`src/rtl/cc_alu_pkg.sv`:
```
package cc_alu_pkg;
    localparam int DATA_W   = 32;
    localparam int PSW_W    = 32;
    localparam int FLAG_LSB = 20;
    localparam int FLAG_W   = 4;
    localparam int OP_W     = 3;

    typedef enum logic [OP_W-1:0] {
        OP_ADD  = 3'd0,
        OP_ADDC = 3'd1,
        OP_SUB  = 3'd2,
        OP_AND  = 3'd3,
        OP_OR   = 3'd4,
        OP_XOR  = 3'd5
    } alu_op_e;

    typedef struct packed {
        logic n;
        logic z;
        logic v;
        logic c;
    } cc_t;

    function automatic logic op_is_arith(input logic [OP_W-1:0] op);
        return (op == OP_ADD) || (op == OP_ADDC) || (op == OP_SUB);
    endfunction

    function automatic logic op_is_logic(input logic [OP_W-1:0] op);
        return (op == OP_AND) || (op == OP_OR) || (op == OP_XOR);
    endfunction

    function automatic logic op_is_valid(input logic [OP_W-1:0] op);
        return op_is_arith(op) || op_is_logic(op);
    endfunction
endpackage

```
`src/rtl/cc_addsub.sv`:
```
module cc_addsub
    import cc_alu_pkg::*;
#(
    parameter int W = DATA_W
) (
    input  logic [W-1:0] a,
    input  logic [W-1:0] b,
    input  logic         sub,
    input  logic         cin,
    output logic [W-1:0] sum,
    output logic         cout,
    output logic         ovf
);
    logic [W-1:0] b_eff;
    logic [W:0]   wide;

    // Subtraction reuses the adder: a + ~b + 1.
    assign b_eff = sub ? ~b : b;
    assign wide  = {1'b0, a} + {1'b0, b_eff} + {{W{1'b0}}, cin};
    assign sum   = wide[W-1:0];
    assign cout  = wide[W];
    // Signed overflow: both addends share a sign that the sum does not.
    assign ovf   = (a[W-1] == b_eff[W-1]) && (sum[W-1] != a[W-1]);
endmodule

```
`src/rtl/cc_logic.sv`:
```
module cc_logic
    import cc_alu_pkg::*;
#(
    parameter int W = DATA_W
) (
    input  logic [W-1:0]      a,
    input  logic [W-1:0]      b,
    input  logic [OP_W-1:0]   op,
    output logic [W-1:0]      y
);
    for (genvar i = 0; i < W; i++) begin : g_bit
        always_comb begin
            case (op)
                OP_AND:  y[i] = a[i] & b[i];
                OP_OR:   y[i] = a[i] | b[i];
                OP_XOR:  y[i] = a[i] ^ b[i];
                default: y[i] = 1'b0;
            endcase
        end
    end
endmodule

```
`src/rtl/cc_flag_reg.sv`:
```
module cc_flag_reg
    import cc_alu_pkg::*;
(
    input  logic clk,
    input  logic rst,
    input  logic we,
    input  cc_t  d,
    output cc_t  q
);
    always_ff @(posedge clk) begin
        if (rst) begin
            q <= '0;
        end else if (we) begin
            q <= d;
        end
    end
endmodule

```
`src/rtl/cc_alu.sv`:
```
module cc_alu
    import cc_alu_pkg::*;
(
    input  logic                clk,
    input  logic                rst,
    input  logic [DATA_W-1:0]   op_a,
    input  logic [DATA_W-1:0]   op_b,
    input  logic [OP_W-1:0]     op_sel,
    input  logic                flag_we,
    input  logic                discard,
    output logic [DATA_W-1:0]   result,
    output logic [FLAG_W-1:0]   flags,
    output logic [PSW_W-1:0]    psw
);
    cc_t               cc_q;
    cc_t               cc_d;
    logic              is_sub;
    logic              is_arith;
    logic              valid;
    logic              add_cin;
    logic [DATA_W-1:0] arith_y;
    logic [DATA_W-1:0] logic_y;
    logic [DATA_W-1:0] value;
    logic              add_cout;
    logic              add_ovf;

    assign is_sub   = (op_sel == OP_SUB);
    assign is_arith = op_is_arith(op_sel);
    assign valid    = op_is_valid(op_sel);
    assign add_cin  = is_sub ? 1'b1 : ((op_sel == OP_ADDC) ? cc_q.c : 1'b0);

    cc_addsub #(.W(DATA_W)) addsub_i (
        .a    (op_a),
        .b    (op_b),
        .sub  (is_sub),
        .cin  (add_cin),
        .sum  (arith_y),
        .cout (add_cout),
        .ovf  (add_ovf)
    );

    cc_logic #(.W(DATA_W)) logic_i (
        .a  (op_a),
        .b  (op_b),
        .op (op_sel),
        .y  (logic_y)
    );

    assign value = is_arith ? arith_y : logic_y;

    always_comb begin
        cc_d.n = value[DATA_W-1];
        cc_d.z = (value == '0);
        cc_d.v = is_arith & add_ovf;
        // Borrow is the inverse of the adder carry on subtract.
        cc_d.c = is_arith & (is_sub ? ~add_cout : add_cout);
    end

    cc_flag_reg flag_i (
        .clk (clk),
        .rst (rst),
        .we  (flag_we & valid),
        .d   (cc_d),
        .q   (cc_q)
    );

    assign result = (discard || !valid) ? '0 : value;
    assign flags  = cc_q;

    always_comb begin
        psw = '0;
        psw[FLAG_LSB +: FLAG_W] = cc_q;
    end
endmodule

```
`config.mk`:
```
export PLATFORM = sky130hd
export DESIGN_NAME = cc_alu
export DESIGN_NICKNAME = d
export VERILOG_FILES = /design/src/rtl/cc_alu_pkg.sv /design/src/rtl/cc_addsub.sv /design/src/rtl/cc_logic.sv /design/src/rtl/cc_flag_reg.sv /design/src/rtl/cc_alu.sv
export SDC_FILE = /design/constraint.sdc
export NUM_CORES = 1
export LEC_CHECK = 0
export ABC_AREA = 1
export CELL_PAD_IN_SITES_DETAIL_PLACEMENT = 0
export CELL_PAD_IN_SITES_GLOBAL_PLACEMENT = 1
export CORE_MARGIN = 5
export CORE_UTILIZATION = 32
export CTS_CLUSTER_DIAMETER = 100
export DETAILED_ROUTE_END_ITERATION = 16
export HOLD_SLACK_MARGIN = 0.05
export MAX_ROUTING_LAYER = met4
export PLACE_DENSITY_LB_ADDON = 0.1
export SETUP_SLACK_MARGIN = 0.4
export SKIP_LAST_GASP = 1
export SYNTH_ARGS = -nofsm -noshare
export SYNTH_HDL_FRONTEND = slang
export SYNTH_HIERARCHICAL = 1
export SYNTH_SLANG_ARGS = --single-unit
```
`constraint.sdc`:
```
create_clock -name clk -period 3.8 [get_ports clk]
set_input_delay 0.76 -clock clk [delete_from_list [all_inputs] [get_ports clk]]
set_output_delay 0.76 -clock clk [all_outputs]
set_load 0.005 [all_outputs]
```
==> Word level (Yosys, flattened, before mapping) <==
Index checks and enable logic that the tools add are counted.
{ "totals": {"out_inout_bits": 68, "register_bits": 4, "word_cells": 162} }
{ "op_classes": {"reduce_logical": 10, "n_mux": 38, "n_eq_ne": 7, "addsub": 2, "bitwise": 101} }
{ "ops": {"columns": ["operator", "n"], "rows": [
  ["32-bit 2-to-1 mux", 3],
  ["1-bit one-hot mux with 3 select lines", 32],
  ["1-bit AND", 35],
  ["32-bit by 32-bit adder with 33-bit output", 1],
  ["33-bit by 1-bit adder with 33-bit output", 1],
  ["32-bit logical NOT", 1],
  ["32-bit inverter", 1],
  ["1-bit OR", 32],
  ["1-bit bitwise XOR", 32],
  ["3-bit by 2-bit equality test with 1-bit output (second input constant)", 2],
  ["3-bit equality test (second input constant)", 2],
  ["1-bit logical OR", 6],
  ["3-bit by 1-bit equality test with 1-bit output (second input constant)", 1],
  ["3-bit logical NOT", 1],
  ["1-bit 2-to-1 mux", 3],
  ["1-bit equality test", 1],
  ["1-bit logical AND", 1],
  ["1-bit logical NOT", 1],
  ["1-bit inequality test", 1],
  ["1-bit inverter", 1]
]} }

==> Depth between registers and ports, before layout <==
{ "logic_depth": {"depth_word": 7, "depth_mapped": 29} }

==> Cells and area by module <==
Netlist, hierarchy kept.
{ "by_module_without_submodules": {"columns": ["mod", "cells_per_inst", "seq_area_each_um2", "area_per_inst_um2", "n_inst"], "rows": [
  ["cc_addsub", 474, 0.0, 2606.2, 1],
  ["cc_logic", 318, 0.0, 2104.5, 1],
  ["cc_alu", 216, 0.0, 1034.7, 1],
  ["cc_flag_reg", 26, 80.1, 172.7, 1]
]} }

==> Worst setup path after synthesis <==
Ideal clock, no wire load.
{ "synth_timing": {"kind": "input-to-output", "start": "input op_sel[1]", "end": "output result[26]", "n_path_buf": 2, "required_time_ps": 3040, "cell_stages": 20, "arrival_time_ps": 3360, "setup_slack_ps": -320, "path_cell_list": "inv_1 -> nor3_1 -> clkbuf_1 -> buf_2 -> xnor2_1 -> fa_1 -> fa_1 -> inv_1 -> nand3_1 -> nand2_2 -> nand2_1 -> nand2_1 -> nand2_1 -> nand2_1 -> nand2_1 -> nand3b_1 -> nand2_1 -> nand2_1 -> nand2_1 -> a21oi_1"} }
{ "synth_between": {"elab_cells_between_ends": 21, "classes_between": "2 x add/sub; 5 x eq/ne; 6 x mux; 8 x reduce/logical"} }
{ "synth_rtl": {"columns": ["element", "line_no", "text"], "rows": [
  ["start, declared", "cc_alu.sv:8", "input logic [OP_W-1:0] op_sel,"],
  ["3-bit by 2-bit equality test with 1-bit output *", "cc_alu.sv:27", "assign is_sub = (op_sel == OP_SUB);"],
  ["via is_sub", "cc_alu.sv:17", "logic is_sub;"],
  ["32-bit 2-to-1 mux", "cc_addsub.sv:18", "assign b_eff = sub ? ~b : b;"],
  ["32-bit by 32-bit adder with 33-bit output", "cc_addsub.sv:19", "assign wide = {1'b0, a} + {1'b0, b_eff} + {{W{1'b0}}, cin};"],
  ["33-bit by 1-bit adder with 33-bit output *", "cc_addsub.sv:19", null],
  ["via arith_y[26]", "cc_alu.sv:21", "logic [DATA_W-1:0] arith_y;"],
  ["32-bit 2-to-1 mux *", "cc_alu.sv:49", "assign value = is_arith ? arith_y : logic_y;"],
  ["32-bit 2-to-1 mux *", "cc_alu.sv:67", "assign result = (discard || !valid) ? '0 : value;"],
  ["end, declared", "cc_alu.sv:11", "output logic [DATA_W-1:0] result,"]
]} }
The timed path passes the listed nets; every way through them passes the cells marked *.

==> Final worst setup path <==
{ "layout_timing": {"start": "input op_sel[1]", "end": "output result[22]"} }
Same word-level chain as after synthesis.

==> impl_metrics.toml <==
[critical_path]
cpMostUsedCell = "nand2_2"
reg2reg_setup_slack_ns = 0.57
rr_startpoint = "flag_i/q[0]"
r2r_cells = 27
r2r_end = "flag_i/q[2]"
path_class = "primary input to primary output"
crit_path_cell_trace = "buf_8, inv_4, nor3_4, buf_6, buf_6, xnor2_4, fa_2, fa_2, inv_2, nand3_2, nand2_4, nand2_4, nand2_4, nand3_2, nand2_2, buf_6, nand2_4, nand2_2, nand2_2, nand2_2, nand2_2, a21oi_2, buf_2"
crit_arrival_ns = 3.41
crit_family = "simple AND/OR/NAND/NOR gates"
cp_slowest_stage_delay_ns = 0.37
worstSetupStartpointType = "primary input"
cp_data_required_time_ns = 3.04
critPathMaxFanout = 4
crit_slowest_cell = "fa_2"
crit_buf_inv = 7
critPathCaptureType = "primary output"

[placement]
dp_hpwl_mm = 19.63
gp_congestion = 0.9218
placed_area_um2 = 8344
pre_cts_slack_ns = -1.156
dp.cells = 1499
portBuffers = 110

[clock_network]
cts_tree = "built"
cts_hold_buf = 0
cts_root_buffer = "clkbuf_16"
cts_sinks = 4
insertion_delay_ns = 0.22
htree_num_levels = 1
cts_buffer_depth = 2
clkTransAtPathRegs_ns = 0.03
cts_buffers = 3

[die]
die_x_um = 146.0
ios = 139
floorplan.rows = 49
core_area_um2 = 18090
dieArea_um2 = 21310
start_util = 0.3272
die_h_um = 146.0

[grt]
grt_usage = 0.2224
grt_pass1_vias = 7076
antenna_found_initial = 0
grt_pass1_wl_mm = 37.96
grt_max_degree = 46
grt_overflow = 0

[routing]
drtIter0Drc = 457
avgViaCountPerCell = 4.839
wl_per_cell_um = 15.88
via_count = 7539
drtPass1Iterations = 5
wl_mm = 24.75
final_antenna_net_count = 0
drcViolationCount = 0

[job]
drv_cap = 0

[sta]
drv_slew = 0
setup_viol = 29
fin_skew_ns = 0.0007706
setup_slack_ns = -0.3704
fin_crit_ns = 4.170
whs_ns = 0.4795
tns_ns = -6.586
tightest_slew_ns = 0.8466
period_share = 1.097
final-hold-violation-count = 0
relSlewSlack = 0.4305
fmax_mhz = 239.8
rsz0062_at_grt = "true"

[finish]
stdcell_count = 1558
drive_above_1_share = 0.3883
area_delta_synth_final_pct = 65.77
biggestRegsByFlops = "flag_i/q x4"
final_util = 0.5424
largest_register_ff_count = 4
num_antenna_cells = 0
num-nets-final = 1499
final_cell_area_um2 = 9811
top_register = "flag_i/q"

[yosys]
synthAdderAreaFrac = 0.2076
yosysSeqAreaShare = 0.01353
synth.mux.area_fraction = 0
synth_common_cells = "nand2_1 (256), inv_1 (182), ha_1 (95)"
synth_top_family_by_area = "simple AND/OR/NAND/NOR gates"
synth_flop_cell = "dfxtp_1"
synthCells = 1034
synth_edf_count = 0
synth-compound-area-share = 0.08541
syn_area_um2 = 5918
ys_async_sr_fraction = 0
ys_types = 36
synth.most_common_cell = "nand2_1"
ys_ff_latch = 4
synth.area.top_cells = "ha_1 (20%), nand2_1 (16%), inv_1 (12%)"
yosys.area_share.simple = 0.4087
syn_avg_cell_area_um2 = 5.724
yosys_warnings = 6
yosysTopAreaCellShare = 0.2008
yosys.area.top_type = "ha_1"
synth_xor_xnor_area_share = 0.07548

[hold_path]
holdPathStages = 2
worstHoldPathType = "flip-flop to flip-flop"
whs_endpoint = "flag_i/q[1]"
hold_start = "flag_i/q[1]"

[power]
fin_total_pwr_mw = 1.924
peakVddDrop_uv = 119.4
power.density_nw_per_um2 = 196.1
p_leak_nw = 5.261

[outcome]
outcome = "finished, violations left"
violations = "negative setup slack"
[report_power, final]
group / internal, mW / leakage (nW) / switching (mW) / total (mW)
clock: 0.134 / 0.0370 / 0.0286 / 0.163
sequential: 0.0455 / 0.0330 / 0.00204 / 0.0475
combinational: 0.802 / 5.19 / 0.912 / 1.71
total: 0.982 / 5.26 / 0.943 / 1.92
[worst reg2reg max path, stage by stage, from the launching register on]
cell and delay, ns:
dfxtp_1 0.34, nand4_1 0.13, nand2_2 0.08, inv_2 0.04, fa_2 0.37, fa_2 0.37
inv_2 0.10, nand3_2 0.09, nand2_4 0.10, nand3_2 0.07, nand2_2 0.12, nand2_2 0.08
nand2_4 0.09, nand2_2 0.06, nand3_1 0.06, nand2_1 0.07, nand2_2 0.09, buf_4 0.11
nand2_1 0.06, nor2_1 0.10, nand2_1 0.07, nor2_1 0.08, nand2_1 0.11, nor2_1 0.14
inv_1 0.06, nand2_1 0.06, nand2_1 0.07, nor2_2 0.07
[cell families after synthesis]
kind of cell | Yosys count
other | 1
DFF | 4
buffers and inverters | 259
adders and majority gates | 97
xor gates and xnor gates | 51
AOI/OAI and AO/OA | 92
and+or+nand+nor | 530
[area by class of cell]
class,count,area (um^2)
sequential,4,80.08
timing repair buffer,338,2883
fill,1812,8275
inverter,186,700.7
tap,229,286.5
clock buffer,3,75.07
multi-input combinational,798,5786
[worst max path at each step]
stage	from	endpoint	slack, ns	depth (start not counted)
floorplan	op_sel[1]	result[28]	0.06	20
global placement	op_sel[1]	result[24]	-1.07	17
detailed placement	op_sel[1]	result[16]	-1.16	21
CTS	op_sel[2]	result[22]	-0.40	21
global route	op_sel[1]	result[22]	-0.46	23
finish	op_sel[1]	result[22]	-0.37	23
[routing by layer]
layer	wire, um	track usage	vias up
met3	1248	0.01308	12
met1	12320	0.3380	3506
li1	-	-	3824
met5	0	-	-
met2	11070	0.3366	197
met4	108	0.01834	0
[cells in the final DEF (no fill, tap or decap), types with 29 or more instances in the layout]
cell type        synthesis  layout
nand4_1                 69      69
xor2_1                  47      29
buf_2                   24      30
buf_4                   34     192
clkdlybuf4s50_1          0      74
ha_1                    95      79
nand2_1                256     190
a21oi_2                  2      49
nand2_2                 21      65
nor2_1                  69      58
inv_1                  182     170
nand3_1                 91      77
[repair_timing]
action,CTS,global route
endpoints found under the hold margin,0,0
pin swaps,86,98
buffers inserted,27,29
endpoints found under the setup margin,36,35
resized for setup,234,169
Power figures use the tool's default switching activity.
